File: config.mk
export PLATFORM = sky130hd
export DESIGN_NAME = rs255_encoder
export DESIGN_NICKNAME = d
export VERILOG_FILES = /design/src/rtl/rs_pkg.sv /design/src/rtl/rs_cmul.sv /design/src/rtl/rs_seq.sv /design/src/rtl/rs255_encoder.sv
export SDC_FILE = /design/constraint.sdc
export NUM_CORES = 1
export LEC_CHECK = 0
export BUFFER_PORTS_ARGS = -buffer_cell sky130_fd_sc_hd__buf_2
export CAP_MARGIN = 20
export CORE_MARGIN = 4
export CORE_UTILIZATION = 33
export CTS_CLUSTER_SIZE = 25
export DETAILED_ROUTE_END_ITERATION = 10
export MAX_ROUTING_LAYER = met4
export PLACE_DENSITY = 0.59
export SLEW_MARGIN = 40
export SYNTH_ARGS = -nofsm -noshare
export SYNTH_HDL_FRONTEND = slang
export SYNTH_HIERARCHICAL = 1
export SYNTH_SLANG_ARGS = --single-unit
File: constraint.sdc
create_clock -name clk -period 4.2 [get_ports clk]
set_input_delay 0.84 -clock clk [delete_from_list [all_inputs] [get_ports clk]]
set_output_delay 0.84 -clock clk [all_outputs]
set_load 0.02 [all_outputs]
File: src/rtl/rs_pkg.sv
package rs_pkg;
  localparam int SYM_W      = 8;
  localparam int N_SYM      = (1 << SYM_W) - 1;
  localparam int N_PAR      = 16;
  localparam int K_SYM      = N_SYM - N_PAR;
  localparam int FIRST_ROOT = 120;
  localparam logic [SYM_W:0] FIELD_POLY = 9'h187;

  typedef logic [SYM_W-1:0] sym_t;

  // shift-and-add product in the field
  function automatic sym_t gf_mul(input sym_t a, input sym_t b);
    sym_t p;
    sym_t aa;
    p  = '0;
    aa = a;
    for (int i = 0; i < SYM_W; i++) begin
      if (b[i]) p = p ^ aa;
      if (aa[SYM_W-1]) aa = (aa << 1) ^ FIELD_POLY[SYM_W-1:0];
      else             aa = aa << 1;
    end
    return p;
  endfunction

  function automatic sym_t alpha_pow(input int e);
    sym_t p;
    p = sym_t'(1);
    for (int i = 0; i < (e % N_SYM); i++) p = gf_mul(p, sym_t'(2));
    return p;
  endfunction

  // coefficient j of prod (x + alpha^i), i = FIRST_ROOT .. FIRST_ROOT+N_PAR-1
  function automatic sym_t gen_coef(input int j);
    sym_t g [N_PAR+1];
    sym_t root;
    for (int k = 0; k <= N_PAR; k++) g[k] = '0;
    g[0] = sym_t'(1);
    for (int i = 0; i < N_PAR; i++) begin
      root = alpha_pow(FIRST_ROOT + i);
      for (int k = N_PAR; k > 0; k--) g[k] = g[k-1] ^ gf_mul(g[k], root);
      g[0] = gf_mul(g[0], root);
    end
    return g[j];
  endfunction
endpackage

File: src/rtl/rs_cmul.sv
// Multiply by a constant: each output bit is an XOR of selected input bits.
module rs_cmul
  import rs_pkg::*;
#(
  parameter sym_t COEF = sym_t'(1)
) (
  input  sym_t a,
  output sym_t y
);
  sym_t col [SYM_W];

  for (genvar i = 0; i < SYM_W; i++) begin : g_col
    localparam sym_t COL = gf_mul(COEF, sym_t'(1) << i);
    assign col[i] = COL;
  end

  always_comb begin
    y = '0;
    for (int i = 0; i < SYM_W; i++) begin
      if (a[i]) y = y ^ col[i];
    end
  end
endmodule

File: src/rtl/rs_seq.sv
// Block sequencing: idle, message phase, check-symbol phase.
module rs_seq
  import rs_pkg::*;
(
  input  logic clk,
  input  logic rst_n,
  input  logic in_valid,
  input  logic in_sop,
  output logic acc,        // message symbol taken this cycle
  output logic blk_start,  // taken symbol opens a block
  output logic shift_par,  // check symbol shifted out this cycle
  output logic last_par,   // final check symbol this cycle
  output logic idle,
  output logic in_msg
);
  localparam int CW = $clog2(K_SYM);

  typedef enum logic [1:0] {S_IDLE, S_MSG, S_PAR} st_t;
  st_t st;
  logic [CW-1:0] cnt;
  logic [CW-1:0] idx;
  logic          last_msg;

  assign idle      = (st == S_IDLE);
  assign in_msg    = (st == S_MSG);
  assign shift_par = (st == S_PAR);
  assign acc       = in_valid && (in_sop ? !shift_par : in_msg);
  assign blk_start = acc && in_sop;
  assign idx       = blk_start ? '0 : cnt;
  assign last_msg  = acc && (idx == CW'(K_SYM - 1));
  assign last_par  = shift_par && (cnt == CW'(N_PAR - 1));

  always_ff @(posedge clk or negedge rst_n) begin
    if (!rst_n) begin
      st  <= S_IDLE;
      cnt <= '0;
    end else if (last_msg) begin
      st  <= S_PAR;
      cnt <= '0;
    end else if (acc) begin
      st  <= S_MSG;
      cnt <= idx + 1'b1;
    end else if (shift_par) begin
      if (last_par) begin
        st  <= S_IDLE;
        cnt <= '0;
      end else begin
        cnt <= cnt + 1'b1;
      end
    end
  end

  // the check phase never runs past its 16 slots
  p_par_len_r2: assert property (@(posedge clk) disable iff (!rst_n)
    shift_par |-> (cnt < CW'(N_PAR)));
  // the check phase begins right after the final message symbol
  p_par_entry_r2: assert property (@(posedge clk) disable iff (!rst_n)
    last_msg |=> shift_par && (cnt == '0));
  // the block closes right after its last check symbol
  p_close_r9: assert property (@(posedge clk) disable iff (!rst_n)
    last_par |=> idle);
endmodule

File: src/rtl/rs255_encoder.sv
module rs255_encoder
  import rs_pkg::*;
(
  input  logic             clk,
  input  logic             rst_n,
  input  logic             in_valid,
  input  logic             in_sop,
  input  logic [SYM_W-1:0] in_data,
  output logic             out_valid,
  output logic [SYM_W-1:0] out_data,
  output logic             out_parity,
  output logic             out_last
);
  localparam int HALF = N_PAR / 2;

  logic acc, blk_start, shift_par, last_par, idle, in_msg;

  rs_seq u_seq (
    .clk       (clk),
    .rst_n     (rst_n),
    .in_valid  (in_valid),
    .in_sop    (in_sop),
    .acc       (acc),
    .blk_start (blk_start),
    .shift_par (shift_par),
    .last_par  (last_par),
    .idle      (idle),
    .in_msg    (in_msg)
  );

  sym_t par_q [N_PAR];
  sym_t fb;
  sym_t prod [HALF+1];  // prod[0]: monic end coefficient, i.e. fb itself
  sym_t tap  [N_PAR];

  assign fb      = in_data ^ (blk_start ? '0 : par_q[N_PAR-1]);
  assign prod[0] = fb;

  // one multiplier per mirrored coefficient pair (j, N_PAR-j)
  for (genvar j = 1; j <= HALF; j++) begin : g_mul
    rs_cmul #(.COEF(gen_coef(j))) u_mul (.a(fb), .y(prod[j]));
  end

  for (genvar j = 0; j < N_PAR; j++) begin : g_tap
    localparam int M = (j <= HALF) ? j : (N_PAR - j);
    assign tap[j] = prod[M];
  end

  always_ff @(posedge clk or negedge rst_n) begin
    if (!rst_n) begin
      for (int j = 0; j < N_PAR; j++) par_q[j] <= '0;
    end else if (acc) begin
      par_q[0] <= tap[0];
      for (int j = 1; j < N_PAR; j++)
        par_q[j] <= (blk_start ? '0 : par_q[j-1]) ^ tap[j];
    end else if (shift_par) begin
      par_q[0] <= '0;
      for (int j = 1; j < N_PAR; j++) par_q[j] <= par_q[j-1];
    end
  end

  always_ff @(posedge clk or negedge rst_n) begin
    if (!rst_n) begin
      out_valid  <= 1'b0;
      out_data   <= '0;
      out_parity <= 1'b0;
      out_last   <= 1'b0;
    end else begin
      out_valid  <= acc || shift_par;
      out_data   <= acc ? in_data : par_q[N_PAR-1];
      out_parity <= shift_par;
      out_last   <= last_par;
    end
  end

  // accepted message symbols pass through unchanged
  p_pass_r1: assert property (@(posedge clk) disable iff (!rst_n)
    acc |=> out_valid && !out_parity && (out_data == $past(in_data)));
  // check symbols come on consecutive cycles until the last one
  p_par_run_r2: assert property (@(posedge clk) disable iff (!rst_n)
    (out_parity && !out_last) |=> out_valid && out_parity);
  // the end marker only rides on a check symbol
  p_last_r5: assert property (@(posedge clk) disable iff (!rst_n)
    out_last |-> out_valid && out_parity);
  // input during the check phase never becomes message output
  p_hold_r7: assert property (@(posedge clk) disable iff (!rst_n)
    shift_par |=> out_parity);
  // a gap in the message phase gives no output
  p_gap_r8: assert property (@(posedge clk) disable iff (!rst_n)
    (in_msg && !in_valid) |=> !out_valid);
  // stray symbols outside a block are dropped
  p_idle_r11: assert property (@(posedge clk) disable iff (!rst_n)
    (idle && !(in_valid && in_sop)) |=> !out_valid);
endmodule

==> impl_metrics.toml, run 1 <==
[cts]
numClockSinks = 149
clk_pin_slew_ns = 0.07
cts_tree = "done"
cts-buffers-inserted = 17
cts_hold_buf = 0
cts_root_buffer = "clkbuf_16"
clock_latency_ns = 0.43
cts_setup_buffers = 0
cts_htree_levels = 4
clk_path_buf_depth = 2
cts_resized = 0

[global_route]
antenna_found_initial = 0
grt_max_degree = 213
grt_pass1_vias = 8180
gr-usage-all-layers_pct = 14.58
grt_pass1_wl_um = 46000
overflow = 0

[placed_design]
pre_cts_ws_ns = 0.4738
gp_congestion = 0.8111
dp_hpwl_um = 17230
port_buffers = 22

[status]
status = "completed"

[timing]
slew_headroom_pct = 48.46
period_minus_slack_ns = 3.463
finalHoldViolations = 0
fin_skew_ns = 0.01720
worst_slew_pin_slew_ns = 0.7731
report.final.slew_viol_count = 0
setup_viol = 0
tns_ns = 0
fmax_ghz = 0.2888
post-route-period-util_pct = 82.44
rsz0062_at_grt = "no"
fin_ws_ns = 0.7374

[floorplanning]
io_pins = 23
row_count = 69
die_area_um2 = 39710
coreArea_um2 = 35830
die_height_um = 199.3
initial_core_util_pct = 33.70
die_x_um = 199.3

[finish]
drive_gt1_share_pct = 22.86
syn2layout_area_growth_pct = 9.492
nNetsFinal = 1030
multi_input_area_um2 = 7825
diodes = 0
fill_cells = 3466
ff_latch_area_um2 = 3729

[power]
vdd_ir_drop_max_mv = 0.3359
power.leakage_nw = 5.174
p_per_area_nw_per_um2 = 896.3

[detailed_routing]
first_pass_iters = 5
drt-wirelength-per-cell_um = 18.37
drt-total-wl_um = 27360
ant_nets = 0
vias = 8220
drc = 0
drt_iter0_markers = 633
via_per_inst = 5.520

[setup_path]
cp-start-kind = "register"
cp.required_ns = 4.53
worst-setup-path-type = "register to register"
path_cells = "nand2b_2, inv_6, nor2_4, nand2b_1, xnor2_2, buf_4, xnor3_1, xor2_1, nor2b_1, a221oi_2"
cpMaxStageDelayCell = "dfrtp_1"
critPathMaxFanout = 25
slowest_delay_ns = 0.59
endpoint_kind = "register"
cp.arrival_ns = 3.80
reg2reg_slack_ns = 0.74

[flow_run]
maxCapViolCount = 0

[yosys]
synth_nets = 1056
yosysWarnings = 6
synth_area_per_cell_um2 = 11.60
synthCells = 1041
syn_area_um2 = 12070

[worst_hold_path]
min_path_type = "primary input to asynchronous set/reset pin"
worst paths after layout:
kind / startpoint / to / cells after the start
setup / recovery: u_seq/st[0] / par_q[109] / 10
hold / removal: rst_n / u_seq/cnt[4] / 1
setup reg to reg: u_seq/st[0] / par_q[109] / 10
hold reg to reg: par_q[4] / out_data[4] / 1
max in group asynchronous: rst_n / par_q[88] / 2
min in group clk: par_q[4] / out_data[4] / 1
layer usage:
layer	routed length [um]	up-vias	global-route usage (%)
met5	0	-	-
met4	273	0	2.938
met3	523	14	1.922
met2	12850	77	22.46
met1	13720	4201	20.71
li1	-	3928	-
area by class of cell:
cell class | instances | area share [%]
Multi-Input combinational cell | 789 | 59.19
Sequential cell | 149 | 28.20
Tap cell | 461 | 4.363
Clock buffer | 18 | 3.246
Timing Repair Buffer | 49 | 3.161
Clock inverter | 14 | 1.505
Inverter | 9 | 0.3313
worst max-delay path: cells and delay by family (launching register included):
family                    cells  cell delay (ns)
buffers and inverters         2             0.36
xor gates and xnor gates      3             1.03
and+or+nand+nor               4             1.17
AOI/OAI and AO/OA             1             0.24
DFF                           1             0.59
sequential cells by signal, indices dropped and copies added, names as in the netlist:
| register | cells |
|---|---|
| out_parity | 1 |
| u_seq/st | 2 |
| u_seq/cnt | 8 |
| out_valid | 1 |
| out_last | 1 |
| out_data | 8 |
| par_q | 128 |
cells in the final DEF, fill, tap and decap left out, types with 4 or more instances in the layout:
cell         n
nor3b_1      9
dfrtp_1    149
a21o_1       8
xnor3_1     11
nor2b_1     67
a221oi_2   120
xnor2_2      7
mux2i_1    120
bufinv_16    4
clkinv_4     4
inv_1        7
buf_12       6
xnor2_4      4
xor2_1      24
clkbuf_16   17
xnor3_2      4
and4b_1    120
xor3_1       4
nand2_1      4
a211o_1      9
nor4bb_1     9
nor2_1      10
buf_4       19
xnor2_1     65
and2_1      10
nand3_1      5
inv_6        5
buf_2       21
nand2b_1   128
where the power goes:
part           switching [mW]  internal [mW]  total [mW]
combinational            3.73           3.61        7.33
clock                   0.680           1.00        1.68
sequential              0.689           2.14        2.83
per-stage QoR:
step | util (%) | instances | power [mW] | instance area [um2] | hold slack (ns)
floorplan | - | 1041 | 8.587 | 12100 | 0.4852
global placement | 35.00 | 1456 | 10.06 | 12540 | 0.5201
detailed placement | 35.14 | 1457 | 10.21 | 12590 | 0.5224
CTS | 36.89 | 1489 | 11.93 | 13220 | 0.4231
global route | 36.90 | 1489 | 12.78 | 13220 | 0.4281
finish | 36.90 | 1489 | 11.85 | 13220 | 0.3923
Power figures use the tool's default switching activity.
==> inputs of run 2 (changes only) <==
==> constraint.sdc (replaced) <==
create_clock -name clk -period 2.9 [get_ports clk]
set_input_delay 0.58 -clock clk [delete_from_list [all_inputs] [get_ports clk]]
set_output_delay 0.58 -clock clk [all_outputs]
set_load 0.02 [all_outputs]
==> run 2 against run 1 <==
  * Via count up 1.6%
  * Cell count rose by 3.2%
  * Setup slack got worse by 0.67 ns
  * Critical endpoint is now par_q[61]
==> impl_metrics.toml, run 2 (synthesis results as in run 1) <==
[timing]
worst_slew_pin_slew_ns = 0.7917
holdWs_ns = 0.5071
report.final.slew_viol_count = 0
tns_ns = 0
post-route-period-util_pct = 97.69
setup_viol = 0
fmax_ghz = 0.3530
finalHoldViolations = 0
rsz0062_at_grt = "yes"
period_minus_slack_ns = 2.833
fin_skew_ns = 0.01197
slew_headroom_pct = 47.22

[setup_path]
critPathMaxFanout = 15
reg2reg_slack_ns = 0.07
path_cells = "nand2b_4, inv_6, nor2_4, nand2b_1, xnor2_4, buf_12, xnor2_1, buf_4, xnor3_1, and4b_1, a221oi_2"
cp.required_ns = 3.24
cp.buffers_inverters = 3
cpMaxStageDelayCell = "dfrtp_1"
cp.arrival_ns = 3.17
endpoint_kind = "register"
cp-start-kind = "register"
worst-setup-path-type = "register to register"
crit_family = "simple AND/OR/NAND/NOR gates"
slowest_delay_ns = 0.41

[floorplanning]
row_count = 69
die_x_um = 199.3
die_height_um = 199.3
die_area_um2 = 39710
io_pins = 23
initial_core_util_pct = 33.70
coreArea_um2 = 35830

[global_route]
antenna_found_initial = 0
grt_pass1_wl_um = 46640
gr-usage-all-layers_pct = 14.78
grt_max_degree = 140
grt_pass1_vias = 8316
overflow = 0

[finish]
largest-register = "par_q"
mostFrequentLayoutCell = "dfrtp_1"
reg_top3 = "par_q x128, out_data x8, u_seq/cnt x8"
ff_latch_area_um2 = 3729
fill_cells = 3413
syn2layout_area_growth_pct = 13.96
diodes = 0
final_cell_mix = "dfrtp_1 (149), nand2b_1 (122), mux2i_1 (120), and4b_1 (120), a221oi_2 (120)"
multi_input_area_um2 = 7928
nNetsFinal = 1078
drive_gt1_share_pct = 26.88
largest_reg_flops = 128
stdcell_count = 1536
fin_util_pct = 38.40

[cts]
cts-buffers-inserted = 17
numClockSinks = 149
clock_latency_ns = 0.44
cts_root_buffer = "clkbuf_16"
cts_tree = "done"
cts_htree_levels = 4
clk_pin_slew_ns = 0.07
clk_path_buf_depth = 2

[power]
power_mw = 18.17
power.leakage_nw = 5.469
p_per_area_nw_per_um2 = 1321
vdd_ir_drop_max_mv = 0.6120

[detailed_routing]
drt-total-wl_um = 27890
drt_iter0_markers = 649
vias = 8351
ant_nets = 0
first_pass_iters = 5
drc = 0
drt-wirelength-per-cell_um = 18.16
via_per_inst = 5.437

[status]
status = "completed"

[placed_design]
dp_hpwl_um = 17370
dp.cells = 1497
gp_congestion = 0.8088
port_buffers = 22

[worst_hold_path]
min_path_type = "primary input to asynchronous set/reset pin"

[flow_run]
maxCapViolCount = 0
run 2: cell count changes in the layout (fill, tap and decap cells not counted), moves of 2 or more:
cell / delta
nand2b_1: -6
nand2b_4: +7
xnor2_2: -4
xnor2_4: +4
bufinv_16: +2
buf_4: +44
clkinv_2: -2
buf_12: +2
run 2: worst register-to-register path, cell delays in order, from the launching register on:
cell and delay [ns]:
dfrtp_1 0.41, nand2b_4 0.13, inv_6 0.05, nor2_4 0.29
nand2b_1 0.30, xnor2_4 0.16, buf_12 0.17, xnor2_1 0.39
buf_4 0.19, xnor3_1 0.25, and4b_1 0.22, a221oi_2 0.16
run 2: stage by stage:
| step | worst slack, ns | instance area, um2 |
|---|---|---|
| final | 0.06706 | 13760 |
| after CTS | 0.01444 | 13700 |
| after detailed placement | -0.1044 | 13020 |
| after global placement | -0.1298 | 12990 |
| after global routing | -0.003191 | 13760 |
| after floorplan | 0.004829 | 12290 |
run 2: where the power goes:
part           internal (mW)  switching [mW]  total [mW]
clock network           1.62            1.02        2.64
registers               3.10            1.03        4.13
logic                   5.88            5.51        11.4
total                   10.6            7.57        18.2
run 2: metal layers:
layer / part of all wire, % / global-route usage, %
met1: 50 / 20.72
met5: 0 / -
met4: 1.3 / 3.445
met3: 1.6 / 1.973
met2: 47 / 22.87
run 2: timing repair:
item	4_1_cts	5_1_grt
hold buffers	1	0
setup endpoints to repair	0	22
gates resized for setup	0	0
endpoints found under the hold margin	1	0
buffers inserted	0	7
run 2: area by class of cell:
type	count	share of cell area [%]
clock buffer	17	3.092
clock inverter	14	1.801
inverter	9	0.3183
multi-input combinational	789	57.62
sequential	149	27.10
tap	461	4.192
timing repair buffer	97	5.883
run 2: path summary, 6_finish.rpt:
path / from / endpoint / cells after the start
max: u_seq/st[1] / par_q[61] / 11
min in group clk: u_seq/cnt[7] / u_seq/cnt[7] / 1
max in group asynchronous: rst_n / out_data[2] / 3
max reg2reg: u_seq/st[1] / par_q[61] / 11
min: rst_n / par_q[57] / 2
min reg2reg: u_seq/cnt[7] / u_seq/cnt[7] / 1
==> inputs of run 3 (changes only) <==
--- a/config.mk
+++ b/config.mk
@@ -7,12 +7,11 @@
 export LEC_CHECK = 0
 export BUFFER_PORTS_ARGS = -buffer_cell sky130_fd_sc_hd__buf_2
 export CAP_MARGIN = 20
-export CORE_MARGIN = 4
-export CORE_UTILIZATION = 33
+export CORE_UTILIZATION = 50
 export CTS_CLUSTER_SIZE = 25
 export DETAILED_ROUTE_END_ITERATION = 10
 export MAX_ROUTING_LAYER = met4
-export PLACE_DENSITY = 0.59
+export PLACE_DENSITY = 0.78
 export SLEW_MARGIN = 40
 export SYNTH_ARGS = -nofsm -noshare
 export SYNTH_HDL_FRONTEND = slang
==> run 3 against run 2 <==
  * Largest cell class unchanged
  * Critical path type unchanged
  * Via count up 2.0%
  * Combinational power increased by 4%
  * Final area shrank 0.98%
  * Power down 0.49%
  * Die area shrank 38%
  * Critical endpoint is now par_q[25]
  * Sequential power is essentially flat
  * Clock skew is 0.0031 ns higher
==> impl_metrics.toml, run 3 (synthesis results as in run 1) <==
[cts]
cts_hold_buf = 0
cts_root_buffer = "clkbuf_16"
cts-buffers-inserted = 17
cts_tree = "done"
cts_resized = 0
cts_setup_buffers = 0
cts_htree_levels = 4
numClockSinks = 149
clock_latency_ns = 0.45
clk_path_buf_depth = 2
clk_pin_slew_ns = 0.07

[finish]
stdcell_count = 1409
largest_reg_flops = 128
final_cell_mix = "dfrtp_1 (149), nand2b_1 (122), mux2i_1 (120), and4b_1 (120), a221oi_2 (120)"
multi_input_area_um2 = 7934
ff_latch_area_um2 = 3729
diodes = 0
largest-register = "par_q"
mostFrequentLayoutCell = "dfrtp_1"
nNetsFinal = 1092
drive_gt1_share_pct = 27.98
fill_cells = 1928
reg_top3 = "par_q x128, out_data x8, u_seq/cnt x8"
syn2layout_area_growth_pct = 12.84

[global_route]
grt_max_degree = 102
overflow = 0
gr-usage-all-layers_pct = 23.23
grt_pass1_wl_um = 44150
grt_pass1_vias = 8341
antenna_found_initial = 0

[flow_run]
maxCapViolCount = 0

[detailed_routing]
vias = 8520
drc = 0
drt_iter0_markers = 469
first_pass_iters = 5
drt-wirelength-per-cell_um = 18.89
ant_nets = 0
via_per_inst = 6.047
drt-total-wl_um = 26620

[power]
vdd_ir_drop_max_mv = 0.6738
power.leakage_nw = 5.497
p_per_area_nw_per_um2 = 1327
power_mw = 18.08

[timing]
fmax_ghz = 0.3669
slew_headroom_pct = 56.84
period_minus_slack_ns = 2.726
report.final.slew_viol_count = 0
tns_ns = 0
setup_viol = 0
worst_slew_pin_slew_ns = 0.6474
fin_skew_ns = 0.01507
post-route-period-util_pct = 94.00
rsz0062_at_grt = "no"
finalHoldViolations = 0

[setup_path]
cp.required_ns = 3.25
worst-path-stages = 10
rr_endpoint = "par_q[25]"
crit_path_start = "u_seq/st[0]"
worst-setup-path-type = "register to register"
critPathMaxFanout = 10
cp.arrival_ns = 3.08
r2r_start = "u_seq/st[0]"
crit_family = "XOR/XNOR gates"
cpMaxStageDelayCell = "xnor2_4"
reg2reg_depth = 10
endpoint_kind = "register"
reg2reg_slack_ns = 0.17
crit_top_cell = "nand2b_4"
slowest_delay_ns = 0.46
path_cells = "nand2b_4, inv_6, nor2_4, nand2b_4, xnor2_4, buf_4, xnor3_1, xor2_1, nor2b_1, a221oi_2"
cp.buffers_inverters = 2
cp-start-kind = "register"

[floorplanning]
initial_core_util_pct = 51.29
die_height_um = 157.4
die_area_um2 = 24770
coreArea_um2 = 23540
row_count = 56
die_x_um = 157.4
io_pins = 23

[worst_hold_path]
min_path_type = "primary input to asynchronous set/reset pin"

[status]
status = "completed"

[placed_design]
port_buffers = 22
dp_hpwl_um = 17290
dp.cells = 1361
gp_congestion = 0.8272
[run 3: cell types whose count changed in the layout (fill, tap and decap cells not counted), moves of 2 or more]
cell / change
buf_6: -2
buf_4: +11
inv_6: +2
buf_12: +5
bufinv_16: -6
clkinvlp_4: +2
[run 3: cell type report]
class | instances | area share, %
well taps | 319 | 2.930
multi-input cells | 790 | 58.23
repair buffers | 110 | 7.044
clock inverters | 14 | 0.8816
clock buffers | 18 | 3.223
flip-flops and latches | 149 | 27.37
inverters | 9 | 0.3214
[run 3: metal layers]
metal  up-vias  global-route usage, %  share of wire, %
li1       4046                      -                 -
met1      4343                  31.69                49
met2       104                  35.52                47
met3        27                  3.552               2.6
met4         0                  6.981               1.4
met5         -                      -                 0
[run 3: where the power goes]
part / switching (mW) / leakage [nW] / internal [mW]
clock: 1.02 / 0.262 / 1.14
sequential: 1.03 / 1.68 / 3.10
combinational: 5.72 / 3.55 / 6.08
total: 7.77 / 5.50 / 10.3
[run 3: per-stage QoR]
step | cell area (um2) | worst slack, ns | util, % | hold slack [ns]
floorplan | 12290 | 0.004829 | - | 0.2844
global placement | 12890 | -0.06130 | 54.77 | 0.5282
detailed placement | 12920 | -0.1017 | 54.88 | 0.5272
CTS | 13480 | 0.04730 | 57.26 | 0.05199
global route | 13620 | 0.02273 | 57.87 | 0.06558
finish | 13620 | 0.1741 | 57.87 | 0.05285
[run 3: worst max-delay path by stage]
stage,to
2_1_floorplan,par_q[72]
3_3_place_gp,par_q[94]
3_5_place_dp,par_q[27]
4_1_cts,par_q[25]
5_1_grt,par_q[104]
6_report,par_q[25]
